==> src/rtl/irq_seq_pkg.sv <==
package irq_seq_pkg;
  localparam int PC_W = 16;

  typedef enum logic [2:0] {
    S_IDLE,
    S_PUSH_LO,
    S_PUSH_HI,
    S_FILL,
    S_VECT,
    S_POP_HI,
    S_POP_LO,
    S_RET
  } seq_state_e;
endpackage

==> src/rtl/irq_pend_bank.sv <==
module irq_pend_bank #(
  parameter int N_IRQ = 8
) (
  input  logic             clk,
  input  logic             rst_n,
  input  logic [N_IRQ-1:0] req_i,
  input  logic [N_IRQ-1:0] clr_i,
  output logic [N_IRQ-1:0] pend_o
);
  // one flag per source; a new pulse beats a clear in the same cycle
  for (genvar g = 0; g < N_IRQ; g++) begin : g_flag
    logic flag_q;
    always_ff @(posedge clk) begin
      if (!rst_n)         flag_q <= 1'b0;
      else if (req_i[g])  flag_q <= 1'b1;
      else if (clr_i[g])  flag_q <= 1'b0;
    end
    assign pend_o[g] = flag_q;
  end

  // hardware only clears a flag that is actually set
  p_clear_only_pending_r6: assert property (@(posedge clk) disable iff (!rst_n)
    (|clr_i) |-> (|(clr_i & pend_o)));
  // a clear without a new pulse drops the flag
  p_clear_drops_r6: assert property (@(posedge clk) disable iff (!rst_n)
    (|(clr_i & ~req_i)) |=> ((pend_o & $past(clr_i & ~req_i)) == '0));
endmodule

==> src/rtl/irq_prio_pick.sv <==
module irq_prio_pick #(
  parameter int N_IRQ = 8,
  localparam int IW = (N_IRQ > 1) ? $clog2(N_IRQ) : 1
) (
  input  logic             clk,
  input  logic             rst_n,
  input  logic [N_IRQ-1:0] cand_i,
  output logic             any_o,
  output logic [IW-1:0]    idx_o
);
  always_comb begin
    any_o = 1'b0;
    idx_o = '0;
    for (int i = N_IRQ - 1; i >= 0; i--) begin
      if (cand_i[i]) begin
        any_o = 1'b1;
        idx_o = IW'(i);
      end
    end
  end

  // winner is a candidate and no lower index is a candidate
  p_pick_lowest_r5: assert property (@(posedge clk) disable iff (!rst_n)
    any_o |-> (cand_i[idx_o] && ((cand_i & ((N_IRQ'(1) << idx_o) - N_IRQ'(1))) == '0)));
  p_pick_none_r5: assert property (@(posedge clk) disable iff (!rst_n)
    (cand_i == '0) |-> !any_o);
endmodule

==> src/rtl/irq_gie_ctl.sv <==
module irq_gie_ctl (
  input  logic clk,
  input  logic rst_n,
  input  logic sei_i,
  input  logic cli_i,
  input  logic take_i,
  input  logic restore_i,
  output logic gie_o
);
  logic gie_q;

  always_ff @(posedge clk) begin
    if (!rst_n)                    gie_q <= 1'b0;
    else if (take_i || cli_i)      gie_q <= 1'b0;
    else if (restore_i || sei_i)   gie_q <= 1'b1;
  end
  assign gie_o = gie_q;

  // acceptance drops the flag
  p_take_clears_r4: assert property (@(posedge clk) disable iff (!rst_n)
    take_i |=> !gie_o);
  // clear command wins
  p_cli_clears_r8: assert property (@(posedge clk) disable iff (!rst_n)
    cli_i |=> !gie_o);
  // return restores the flag
  p_restore_sets_r9: assert property (@(posedge clk) disable iff (!rst_n)
    (restore_i && !take_i && !cli_i) |=> gie_o);
endmodule

==> src/rtl/irq_entry_seq.sv <==
module irq_entry_seq
  import irq_seq_pkg::*;
#(
  parameter int                N_IRQ    = 8,
  parameter int                SP_W     = 8,
  parameter logic [SP_W-1:0]   SP_TOP   = '1,
  parameter logic [PC_W-1:0]   VEC_BASE = 16'h0002
) (
  input  logic             clk,
  input  logic             rst_n,
  input  logic [N_IRQ-1:0] irq_req,
  input  logic [N_IRQ-1:0] irq_en,
  input  logic             insn_done,
  input  logic             multi_busy,
  input  logic [PC_W-1:0]  pc_in,
  input  logic             sei_i,
  input  logic             cli_i,
  input  logic             reti_i,
  output logic             core_hold,
  output logic             gie,
  output logic             vec_valid,
  output logic [PC_W-1:0]  vec_addr,
  output logic             ret_valid,
  output logic [PC_W-1:0]  ret_addr,
  output logic             stk_we,
  output logic             stk_re,
  output logic [SP_W-1:0]  stk_addr,
  output logic [7:0]       stk_wdata,
  input  logic [7:0]       stk_rdata
);
  localparam int IW = (N_IRQ > 1) ? $clog2(N_IRQ) : 1;

  seq_state_e        st_q, st_nx;
  logic [SP_W-1:0]   sp_q;
  logic [PC_W-1:0]   pc_q;
  logic [IW-1:0]     win_q, win_idx;
  logic [7:0]        hi_q;
  logic [N_IRQ-1:0]  pend, clr_oh;
  logic              any_cand, boundary, take, start_ret, idle;

  assign idle      = (st_q == S_IDLE);
  assign boundary  = insn_done && !multi_busy;
  assign take      = idle && boundary && gie && any_cand && !cli_i && !reti_i;
  assign start_ret = idle && boundary && reti_i;
  assign clr_oh    = (st_q == S_VECT) ? (N_IRQ'(1) << win_q) : '0;

  irq_pend_bank #(.N_IRQ(N_IRQ)) u_pend (
    .clk(clk), .rst_n(rst_n), .req_i(irq_req), .clr_i(clr_oh), .pend_o(pend)
  );

  irq_prio_pick #(.N_IRQ(N_IRQ)) u_pick (
    .clk(clk), .rst_n(rst_n), .cand_i(pend & irq_en), .any_o(any_cand), .idx_o(win_idx)
  );

  irq_gie_ctl u_gie (
    .clk(clk), .rst_n(rst_n),
    .sei_i(idle && sei_i), .cli_i(idle && cli_i),
    .take_i(take), .restore_i(st_q == S_RET),
    .gie_o(gie)
  );

  always_comb begin
    st_nx = st_q;
    unique case (st_q)
      S_IDLE:    if (take) st_nx = S_PUSH_LO;
                 else if (start_ret) st_nx = S_POP_HI;
      S_PUSH_LO: st_nx = S_PUSH_HI;
      S_PUSH_HI: st_nx = S_FILL;
      S_FILL:    st_nx = S_VECT;
      S_VECT:    st_nx = S_IDLE;
      S_POP_HI:  st_nx = S_POP_LO;
      S_POP_LO:  st_nx = S_RET;
      S_RET:     st_nx = S_IDLE;
      default:   st_nx = S_IDLE;
    endcase
  end

  always_ff @(posedge clk) begin
    if (!rst_n) begin
      st_q  <= S_IDLE;
      sp_q  <= SP_TOP;
      pc_q  <= '0;
      win_q <= '0;
      hi_q  <= '0;
    end else begin
      st_q <= st_nx;
      case (st_q)
        S_IDLE: if (take) begin
          pc_q  <= pc_in;
          win_q <= win_idx;
        end
        S_PUSH_LO, S_PUSH_HI: sp_q <= sp_q - 1'b1;
        S_POP_HI: sp_q <= sp_q + 1'b1;
        S_POP_LO: begin
          sp_q <= sp_q + 1'b1;
          hi_q <= stk_rdata;
        end
        default: ;
      endcase
    end
  end

  assign core_hold = !idle;
  assign stk_we    = (st_q == S_PUSH_LO) || (st_q == S_PUSH_HI);
  assign stk_re    = (st_q == S_POP_HI) || (st_q == S_POP_LO);
  assign stk_addr  = stk_re ? (sp_q + 1'b1) : sp_q;
  assign stk_wdata = (st_q == S_PUSH_HI) ? pc_q[15:8] : pc_q[7:0];
  assign vec_valid = (st_q == S_VECT);
  assign vec_addr  = VEC_BASE + (PC_W'(win_q) << 1);
  assign ret_valid = (st_q == S_RET);
  assign ret_addr  = {hi_q, stk_rdata};

  // no push can follow an idle cycle with the flag clear
  p_gie_gate_r1: assert property (@(posedge clk) disable iff (!rst_n)
    (idle && !gie) |=> !stk_we);
  // busy boundary never starts an entry
  p_busy_blocks_r10: assert property (@(posedge clk) disable iff (!rst_n)
    (idle && multi_busy) |=> !stk_we);
  // no entry outside a boundary
  p_boundary_only_r2: assert property (@(posedge clk) disable iff (!rst_n)
    (idle && !insn_done) |=> !core_hold || stk_re);
  // two consecutive writes to descending addresses
  p_push_pair_r3: assert property (@(posedge clk) disable iff (!rst_n)
    (stk_we && !$past(stk_we)) |=> (stk_we && stk_addr == $past(stk_addr) - 1'b1));
  // vector comes two cycles after the last push
  p_vec_after_push_r3: assert property (@(posedge clk) disable iff (!rst_n)
    vec_valid |-> ($past(stk_we, 2) && !$past(stk_we, 1) && core_hold));
  // flag is low when the vector is shown
  p_vec_gie_low_r4: assert property (@(posedge clk) disable iff (!rst_n)
    vec_valid |-> !gie);
  // enable takes effect next cycle, no entry yet
  p_sei_defer_r7: assert property (@(posedge clk) disable iff (!rst_n)
    (idle && sei_i && !cli_i && !gie) |=> (gie && !stk_we));
  // pops read ascending addresses, flag back afterwards
  p_pop_pair_r9: assert property (@(posedge clk) disable iff (!rst_n)
    (stk_re && !$past(stk_re)) |=> (stk_re && stk_addr == $past(stk_addr) + 1'b1));
  p_ret_gie_r9: assert property (@(posedge clk) disable iff (!rst_n)
    ret_valid |=> (gie && !core_hold));
endmodule

==> config.mk <==
export PLATFORM = sky130hd
export DESIGN_NAME = irq_entry_seq
export DESIGN_NICKNAME = d
export VERILOG_FILES = /design/src/rtl/irq_seq_pkg.sv /design/src/rtl/irq_pend_bank.sv /design/src/rtl/irq_prio_pick.sv /design/src/rtl/irq_gie_ctl.sv /design/src/rtl/irq_entry_seq.sv
export SDC_FILE = /design/constraint.sdc
export NUM_CORES = 1
export LEC_CHECK = 0
export BUFFER_PORTS_ARGS = -buffer_cell sky130_fd_sc_hd__buf_4
export CAP_MARGIN = 30
export CORE_ASPECT_RATIO = 0.8
export CORE_MARGIN = 10
export CORE_UTILIZATION = 54
export CTS_CLUSTER_SIZE = 20
export DETAILED_ROUTE_END_ITERATION = 10
export GPL_TIMING_DRIVEN = 0
export PLACE_DENSITY = 0.86
export REMOVE_ABC_BUFFERS = 1
export SLEW_MARGIN = 25
export SYNTH_ARGS = -nofsm -noshare
export SYNTH_HDL_FRONTEND = slang
export SYNTH_HIERARCHICAL = 1
export SYNTH_SLANG_ARGS = --single-unit
==> constraint.sdc <==
create_clock -name clk -period 4.7 [get_ports clk]
set_input_delay 0.47 -clock clk [delete_from_list [all_inputs] [get_ports clk]]
set_output_delay 0.47 -clock clk [all_outputs]
set_load 0.03 [all_outputs]
=== Word-level counts from Yosys, hierarchy flattened ===
Cells that the tools add are included.

* Eq/ne operators: 8
* $add $sub $neg: 3
* Shifts and indexed selects: 1
* Bitwise logic cells: 2
* Reduce and logical (&&, ||, !) cells: 32
* Muxes and demuxes: 39

{| class="wikitable"
|+ Operators by type and width
! operator !! count
|-
| 2-to-1 mux 3 bit || 10
|-
| 2-to-1 mux 1 bit || 24
|-
| 2-to-1 mux 8 bit || 3
|-
| case mux 3 bit (7 select lines) || 1
|-
| nonzero test 2 bit || 9
|-
| case mux 8 bit (2 select lines) || 1
|-
| == test 3 bit (second input constant) || 4
|-
| logical AND 1 bit || 9
|-
| adder 8 x 1 -> 8 bit (second input constant) || 1
|-
| bitwise AND 8 bit || 1
|-
| OR reduction 2 bit || 4
|-
| << shifter 1 x 3 -> 8 bit (first input constant) || 1
|-
| subtractor 8 x 1 -> 8 bit (second input constant) || 1
|-
| == test 3 x 2 -> 1 bit (second input constant) || 2
|-
| adder 2 x 4 -> 5 bit (first input constant) || 1
|-
| logical NOT 1 bit || 4
|-
| logical OR 1 bit || 4
|-
| == test 3 x 1 -> 1 bit (second input constant) || 1
|-
| logical NOT 3 bit || 1
|-
| inequality test 3 x 2 -> 1 bit (second input constant) || 1
|-
| AND reduction 2 bit || 1
|-
| NOT 1 bit || 1
|}

* Logic and storage cells: 99
* Bits in registers: 47
* Bits of input ports: 47
* Output and inout bits: 54

=== Logic depth before layout (Yosys ltp) ===
Gate-level depths: netlist of run 1.

* Depth after elaboration: 14
* Mapped depth: 9
* Depth with buffers taken out: 7

=== Cells and area by module ===
The synthesis of run 1 kept the hierarchy.

{| class="wikitable"
|+ Modules (own cells, without submodules)
! module !! sequential area each (sq um) !! instances !! area an instance (sq um) !! cells an instance
|-
| irq_entry_seq || 760.7 || 1 || 2338.5 || 257
|-
| irq_pend_bank || 160.2 || 1 || 397.9 || 33
|-
| irq_prio_pick || 0.0 || 1 || 80.1 || 13
|-
| irq_gie_ctl || 20.0 || 1 || 40.0 || 3
|}

=== Worst setup path before layout of run 1 ===
OpenSTA, ideal clock, no wires.

* Path kind: flip-flop to output port
* Start: register st_q[0]
* End: output stk_addr[1]
* Stages on the path, launching flop included: 6
* Setup slack: 2.569 ns
* Required time: 4.230 ns
* Path buffers: 2
* Arrival time: 1.661 ns
* Cell sequence: dfxtp_1 > buf_4 > xnor2_4 > nor2b_1 > buf_2 > o21ai_0

* Longest elaborated chain between the ends: 3
* Elaborated cells between the ends (all ways): 4
* Those cells by class: eq/ne: 2; mux: 1; reduce/logical: 1

{| class="wikitable"
|+ RTL lines
! what !! line !! text
|-
| start: declaration || irq_entry_seq.sv:33 || <nowiki>seq_state_e st_q, st_nx;</nowiki>
|-
| start signal: assignment || irq_entry_seq.sv:86 || <nowiki>st_q <= st_nx;</nowiki>
|-
| == test 3 bit || irq_entry_seq.sv:105 || <nowiki>assign stk_re = (st_q == S_POP_HI) || (st_q == S_POP_LO);</nowiki>
|-
| logical OR 1 bit (*) || irq_entry_seq.sv:105 ||
|-
| via stk_re || irq_entry_seq.sv:26 || <nowiki>output logic stk_re,</nowiki>
|-
| 2-to-1 mux 8 bit (*) || irq_entry_seq.sv:106 || <nowiki>assign stk_addr = stk_re ? (sp_q + 1'b1) : sp_q;</nowiki>
|-
| end: declaration || irq_entry_seq.sv:27 || <nowiki>output logic [SP_W-1:0] stk_addr,</nowiki>
|}

The timed path passes the listed nets; every way through them passes the cells marked *.

=== Worst setup path after layout of run 1 ===
* Start: register st_q[0]
* End: output stk_addr[0]

* Longest elaborated chain between the ends: 3
* Elaborated cells between the ends (all ways): 4
* Those cells by class: eq/ne: 2; mux: 1; reduce/logical: 1

{| class="wikitable"
|+ RTL lines
! what !! line
|-
| == test 3 bit || irq_entry_seq.sv:105
|-
| logical OR 1 bit (*) || irq_entry_seq.sv:105
|-
| 2-to-1 mux 8 bit (*) || irq_entry_seq.sv:106
|}

Mark *: on every way between the ends. The rest lies on a longest branch, timed or not.

==> flow_summary.json, run 1 <==
{
  "core_area_um2": 5060,
  "final-hold-violation-count": 0,
  "min_to": "u_pend/g_flag[7].flag_q",
  "grt_pass1_wl_mm": 10.6,
  "r2r_end": "pc_q[1]",
  "synth.most_common_cell": "dfxtp_1",
  "worstSetupPathType": "flip-flop to output port",
  "rows": 23,
  "maxCapViolCount": 0,
  "final_layout_size_suffix_gt1_share_pct": 33.0,
  "ys_types": 44,
  "postCtsSetupBuffers": 0,
  "synth-warning-count": 6,
  "grt_use_met1_pct": 16.9,
  "ir_drop_uv": 200,
  "comb_power_share_pct": 22.5,
  "cts_buffers": 5,
  "regToRegSetupSlack_ns": 2.60,
  "crit_fanout": 19,
  "start_util_pct": 56.4,
  "cp-start-kind": "flip-flop",
  "synth_top_cells_by_count": "dfxtp_1 (47), nor2b_1 (32), buf_4 (31), mux2i_1 (28), and2_1 (12)",
  "path_clk_slew_ns": 0.08,
  "drc": 0,
  "wirelength_mm": 6.45,
  "p_per_area_nw_per_um2": 252,
  "ys_ff_latch": 47,
  "cts_max_path_buffers": 2,
  "cts_resized": 0,
  "first_global_vias": 2215,
  "p_sw_share_pct": 30.1,
  "worstMarginPinSlew_ns": 0.657,
  "cp_slowest_cell": "dfxtp_1",
  "antenna_found_initial": 0,
  "cp-end-kind": "output port",
  "max-slew-margin-rel_pct": 56.1,
  "die_w_um": 101,
  "async_flop_share_pct": 0,
  "detailed_place_hpwl_mm": 5.05,
  "required_ns": 4.23,
  "status": "completed",
  "ant_nets": 0,
  "io_buffers": 88,
  "antenna_cells": 0,
  "ios": 101,
  "fin_nets": 423,
  "reg2reg_depth": 7,
  "fmax_mhz": 376,
  "arrival_ns": 2.19,
  "ctsHoldBuffers": 0,
  "dr.first_iter.drc_count": 77,
  "cts.sinks": 47,
  "clock-skew-final_ns": 0.00688,
  "hold-path-cell-count": 2,
  "worstPathCellList": "xnor2_4, nor2b_1, ha_1, inv_1, buf_4",
  "power_frac_clock_pct": 28.1,
  "grt_max_degree": 50,
  "synthFlopType": "dfxtp_1",
  "synthesis.area_um2": 2860,
  "synth_area_per_cell_um2": 9.33,
  "tritoncts": "built",
  "setup_violations": 0,
  "wl_per_cell_um": 15.0,
  "gp_congestion": 0.801,
  "htree_levels": 2,
  "vias": 2176,
  "die_area_um2": 8620,
  "power.leakage_nw": 1.69,
  "cts-root-buf": "clkbuf_8",
  "ys_top_cells_by_area": "dfxtp_1 (33%), mux2i_1 (9.8%), buf_4 (8.1%)",
  "setup_ws_ns": 2.04,
  "die_h_um": 85.1,
  "grt.busiest_layer": "met2",
  "firstDrtPassIters": 4,
  "seqPwrFrac_pct": 49.4,
  "synth-seq-area-share_pct": 32.9,
  "utilization_pct": 67.5,
  "p_switching_mw": 0.260,
  "rr_startpoint": "u_pend/g_flag[1].flag_q",
  "period_needed_ns": 2.66,
  "hold_class": "primary input to flip-flop",
  "routed_via_density": 5.07,
  "p_total_mw": 0.862,
  "clk_latency_ns": 0.30,
  "gr-total-overflow": 0,
  "use_met3_pct": 8.27,
  "synth-edff-count": 0,
  "min-delay-start": "irq_req[7]",
  "place_ws_ns": 2.35,
  "crit_path_max_incr_delay_ns": 0.58,
  "use_met2_pct": 23.3,
  "rsz0062_at_grt": "false",
  "p_int_mw": 0.603,
  "track_usage_pct": 14.7,
  "min_period_over_period_pct": 56.5,
  "slew_viol_final": 0,
  "yosysTopAreaCell": "dfxtp_1",
  "yosysTopAreaCellShare_pct": 32.9,
  "syn2layout_area_growth_pct": 19.7,
  "synth_cells": 306,
  "fin_setup_tns_ns": 0
}
==> layout by cell type, fill, tap and decap left out, drive strengths merged, types with 11 or more instances in the layout <==
master	instances
nor2b	40
nand2	11
inv	11
buf	88
conb	12
and2	12
mux2i	28
dfxtp	47
==> layout make-up <==
| cell class | count | area, um^2 |
|---|---|---|
| repair buffers | 88 | 661 |
| well taps | 62 | 77.6 |
| fillers | 421 | 1650 |
| inverters | 11 | 41.3 |
| flip-flops and latches | 47 | 941 |
| multi-input cells | 213 | 1610 |
| clock inverters | 2 | 12.5 |
| clock buffers | 6 | 72.6 |
==> cell families after synthesis <==
kind of cell / Yosys count / share of synthesized area, %
xor+xnor: 10 / 3.72
fa+ha+maj: 10 / 4.38
compound gates: 27 / 6.40
other cells: 1 / 0.131
flops: 47 / 32.9
mux: 38 / 13.8
simple gates: 116 / 26.5
buf+inv: 57 / 12.2
==> layer usage <==
layer	share of wire [%]	up-vias
met5	0	-
met4	0.68	0
met3	11	5
met2	47	68
met1	41	1000
li1	-	1103
==> flip-flops by register name, summed over array words and instances, names as in the netlist <==
name,cells
u_pend/g_flag.flag_q,8
pc_q,16
u_gie/gie_o,1
win_q,3
sp_q,8
st_q,3
hi_q,8
==> worst max-delay path by stage <==
| stage | start | end | slack (ns) | depth (start not counted) |
|---|---|---|---|---|
| 5_1_grt | st_q[0] | stk_addr[7] | 1.85 | 5 |
| 2_1_floorplan | st_q[0] | stk_addr[4] | 2.02 | 4 |
| 3_3_place_gp | irq_en[5] | u_gie/gie_o | 1.97 | 8 |
| 4_1_cts | st_q[0] | stk_addr[0] | 2.01 | 5 |
| 6_report | st_q[0] | stk_addr[0] | 2.04 | 5 |
| 3_5_place_dp | irq_en[5] | u_gie/gie_o | 2.35 | 8 |
==> metrics by stage <==
step | cells | cell area, um^2 | hold WS [ns]
after global routing | 429 | 3420 | 0.361
after detailed placement | 421 | 3330 | 0.504
final | 429 | 3420 | 0.375
after CTS | 429 | 3420 | 0.368
after floorplan | 271 | 2590 | 0.480
after global placement | 421 | 3330 | 0.494
==> worst max-delay path: cells and delay by family, from the launching register on <==
kind | cells | cell delay, ns
adders and majority gates | 1 | 0.34
buffers and inverters | 2 | 0.20
xor gates and xnor gates | 1 | 0.24
and+or+nand+nor | 1 | 0.52
DFF | 1 | 0.58
==> power groups by stage <==
stage	Combinational, mW	Sequential [mW]	Clock [mW]
after floorplan	0.111	0.434	0
after global placement	0.189	0.434	0
after detailed placement	0.194	0.436	0
after CTS	0.195	0.426	0.250
after global routing	0.211	0.429	0.270
final	0.194	0.426	0.243
(Power assumes the default switching activity.)
==> run 2, diff against run 1 <==
--- a/config.mk
+++ b/config.mk
@@ -9,11 +9,11 @@
 export CAP_MARGIN = 30
 export CORE_ASPECT_RATIO = 0.8
 export CORE_MARGIN = 10
-export CORE_UTILIZATION = 54
+export CORE_UTILIZATION = 45
 export CTS_CLUSTER_SIZE = 20
 export DETAILED_ROUTE_END_ITERATION = 10
 export GPL_TIMING_DRIVEN = 0
-export PLACE_DENSITY = 0.86
+export PLACE_DENSITY = 0.76
 export REMOVE_ABC_BUFFERS = 1
 export SLEW_MARGIN = 25
 export SYNTH_ARGS = -nofsm -noshare
==> constraint.sdc (replaced) <==
create_clock -name clk -period 2.21 [get_ports clk]
set_input_delay 0.221 -clock clk [delete_from_list [all_inputs] [get_ports clk]]
set_output_delay 0.221 -clock clk [all_outputs]
set_load 0.03 [all_outputs]
==> flow_summary.json, run 2 (synthesized netlist as in run 1, its figures left out) <==
{
  "fin_nets": 424,
  "setup_violations": 0,
  "detailed_place_hpwl_mm": 4.96,
  "reg2reg_depth": 7,
  "slew_viol_final": 0,
  "max-slew-margin-rel_pct": 63.6,
  "die_w_um": 109,
  "required_ns": 1.99,
  "seqCellArea_um2": 945,
  "antenna_found_initial": 0,
  "crit_fanout": 19,
  "utilization_pct": 57.9,
  "fillCellCount": 554,
  "period_needed_ns": 2.07,
  "ant_nets": 0,
  "vias": 2190,
  "wl_per_cell_um": 14.6,
  "die_area_um2": 9950,
  "final_layout_size_suffix_gt1_share_pct": 34.8,
  "design_area_um2": 3500,
  "min-delay-start": "irq_req[4]",
  "p_per_area_nw_per_um2": 532,
  "hold_class": "primary input to flip-flop",
  "ios": 101,
  "cp-start-kind": "flip-flop",
  "most-common-layout-cells": "buf_4 (88), dfxtp_1 (44), nor2b_1 (31), mux2i_1 (28)",
  "tritoncts": "built",
  "dr.first_iter.drc_count": 62,
  "syn2layout_area_growth_pct": 22.4,
  "maxCapViolCount": 0,
  "cts_buffers": 5,
  "min_period_over_period_pct": 93.6,
  "first_global_vias": 2207,
  "track_usage_pct": 12.7,
  "hold-path-cell-count": 2,
  "ir_drop_uv": 352,
  "firstDrtPassIters": 4,
  "rows": 25,
  "rsz0062_at_grt": "false",
  "rr_startpoint": "u_pend/g_flag[5].flag_q",
  "power.leakage_nw": 1.70,
  "cts_max_path_buffers": 2,
  "cts-root-buf": "clkbuf_8",
  "clk_latency_ns": 0.31,
  "cts.sinks": 47,
  "io_buffers": 88,
  "cp-end-kind": "output port",
  "final_common_cell": "buf_4",
  "path_clk_slew_ns": 0.10,
  "htree_levels": 2,
  "grt_max_degree": 50,
  "worstMarginPinSlew_ns": 0.546,
  "drc": 0,
  "wirelength_mm": 6.58,
  "cp-startpoint": "st_q[0]",
  "fmax_mhz": 483,
  "clock-skew-final_ns": 0.0149,
  "hold-worst-slack_ns": 0.127,
  "regMostFlops": "pc_q",
  "antenna_cells": 0,
  "start_util_pct": 47.3,
  "p_total_mw": 1.86,
  "die_h_um": 91.3,
  "gp_congestion": 0.788,
  "multi_input_area_um2": 1640,
  "worstSetupPathType": "flip-flop to output port",
  "largest_register_ffs": 16,
  "core_area_um2": 6040,
  "post_dp_cell_area_um2": 3360,
  "final-hold-violation-count": 0,
  "ctsHoldBuffers": 0,
  "status": "completed",
  "routed_via_density": 4.88,
  "grt_pass1_wl_mm": 10.5,
  "gr-total-overflow": 0,
  "arrival_ns": 1.85
}
==> run 2: report_power, final <==
part	switching (mW)	total (mW)	internal, mW
clock network	0.304	0.525	0.221
registers	0.0350	0.909	0.874
logic	0.230	0.425	0.196
total	0.569	1.86	1.29
==> run 2: timing repair <==
| item | 4_1_cts | 5_1_grt |
|---|---|---|
| resized for setup | 5 | 3 |
| setup buffers | 0 | 1 |
| endpoints found under the hold margin | 0 | 0 |
| setup endpoints to repair | 14 | 31 |
==> run 2: path summary, 6_finish.rpt <==
check,end,slack (ns)
setup / recovery,stk_addr[0],0.14
hold reg to reg,pc_q[10],0.52
hold / removal,u_pend/g_flag[4].flag_q,0.13
setup reg to reg,win_q[1],0.24
==> run 2: critical path: stages (launching register included) <==
cell and delay [ns]:
dfxtp_2 0.41, xnor2_4 0.50, nor2b_4 0.14, ha_1 0.29
inv_1 0.05, buf_4 0.15
==> run 2: layout make-up <==
cell class | instances | area share [%]
inverters | 11 | 1.18
multi-input cells | 213 | 46.9
repair buffers | 89 | 19.5
well taps | 81 | 2.90
flip-flops and latches | 47 | 27.0
clock inverters | 3 | 0.572
clock buffers | 5 | 1.97
==> run 2: metrics by stage <==
step                instances  setup WS, ns  setup TNS [ns]
global placement          440        -0.263           -4.75
CTS                       448        0.0169               0
global route              449       0.00961               0
finish                    449         0.141               0
floorplan                 271        -0.219          -0.607
detailed placement        440        0.0812               0
==> run 2: per-layer routing <==
| layer | global-route usage, % | routed length [um] |
|---|---|---|
| met1 | 15.6 | 2780 |
| met2 | 18.6 | 2850 |
| met3 | 7.84 | 867 |
| met4 | 2.52 | 76 |
| met5 | 0 | 0 |
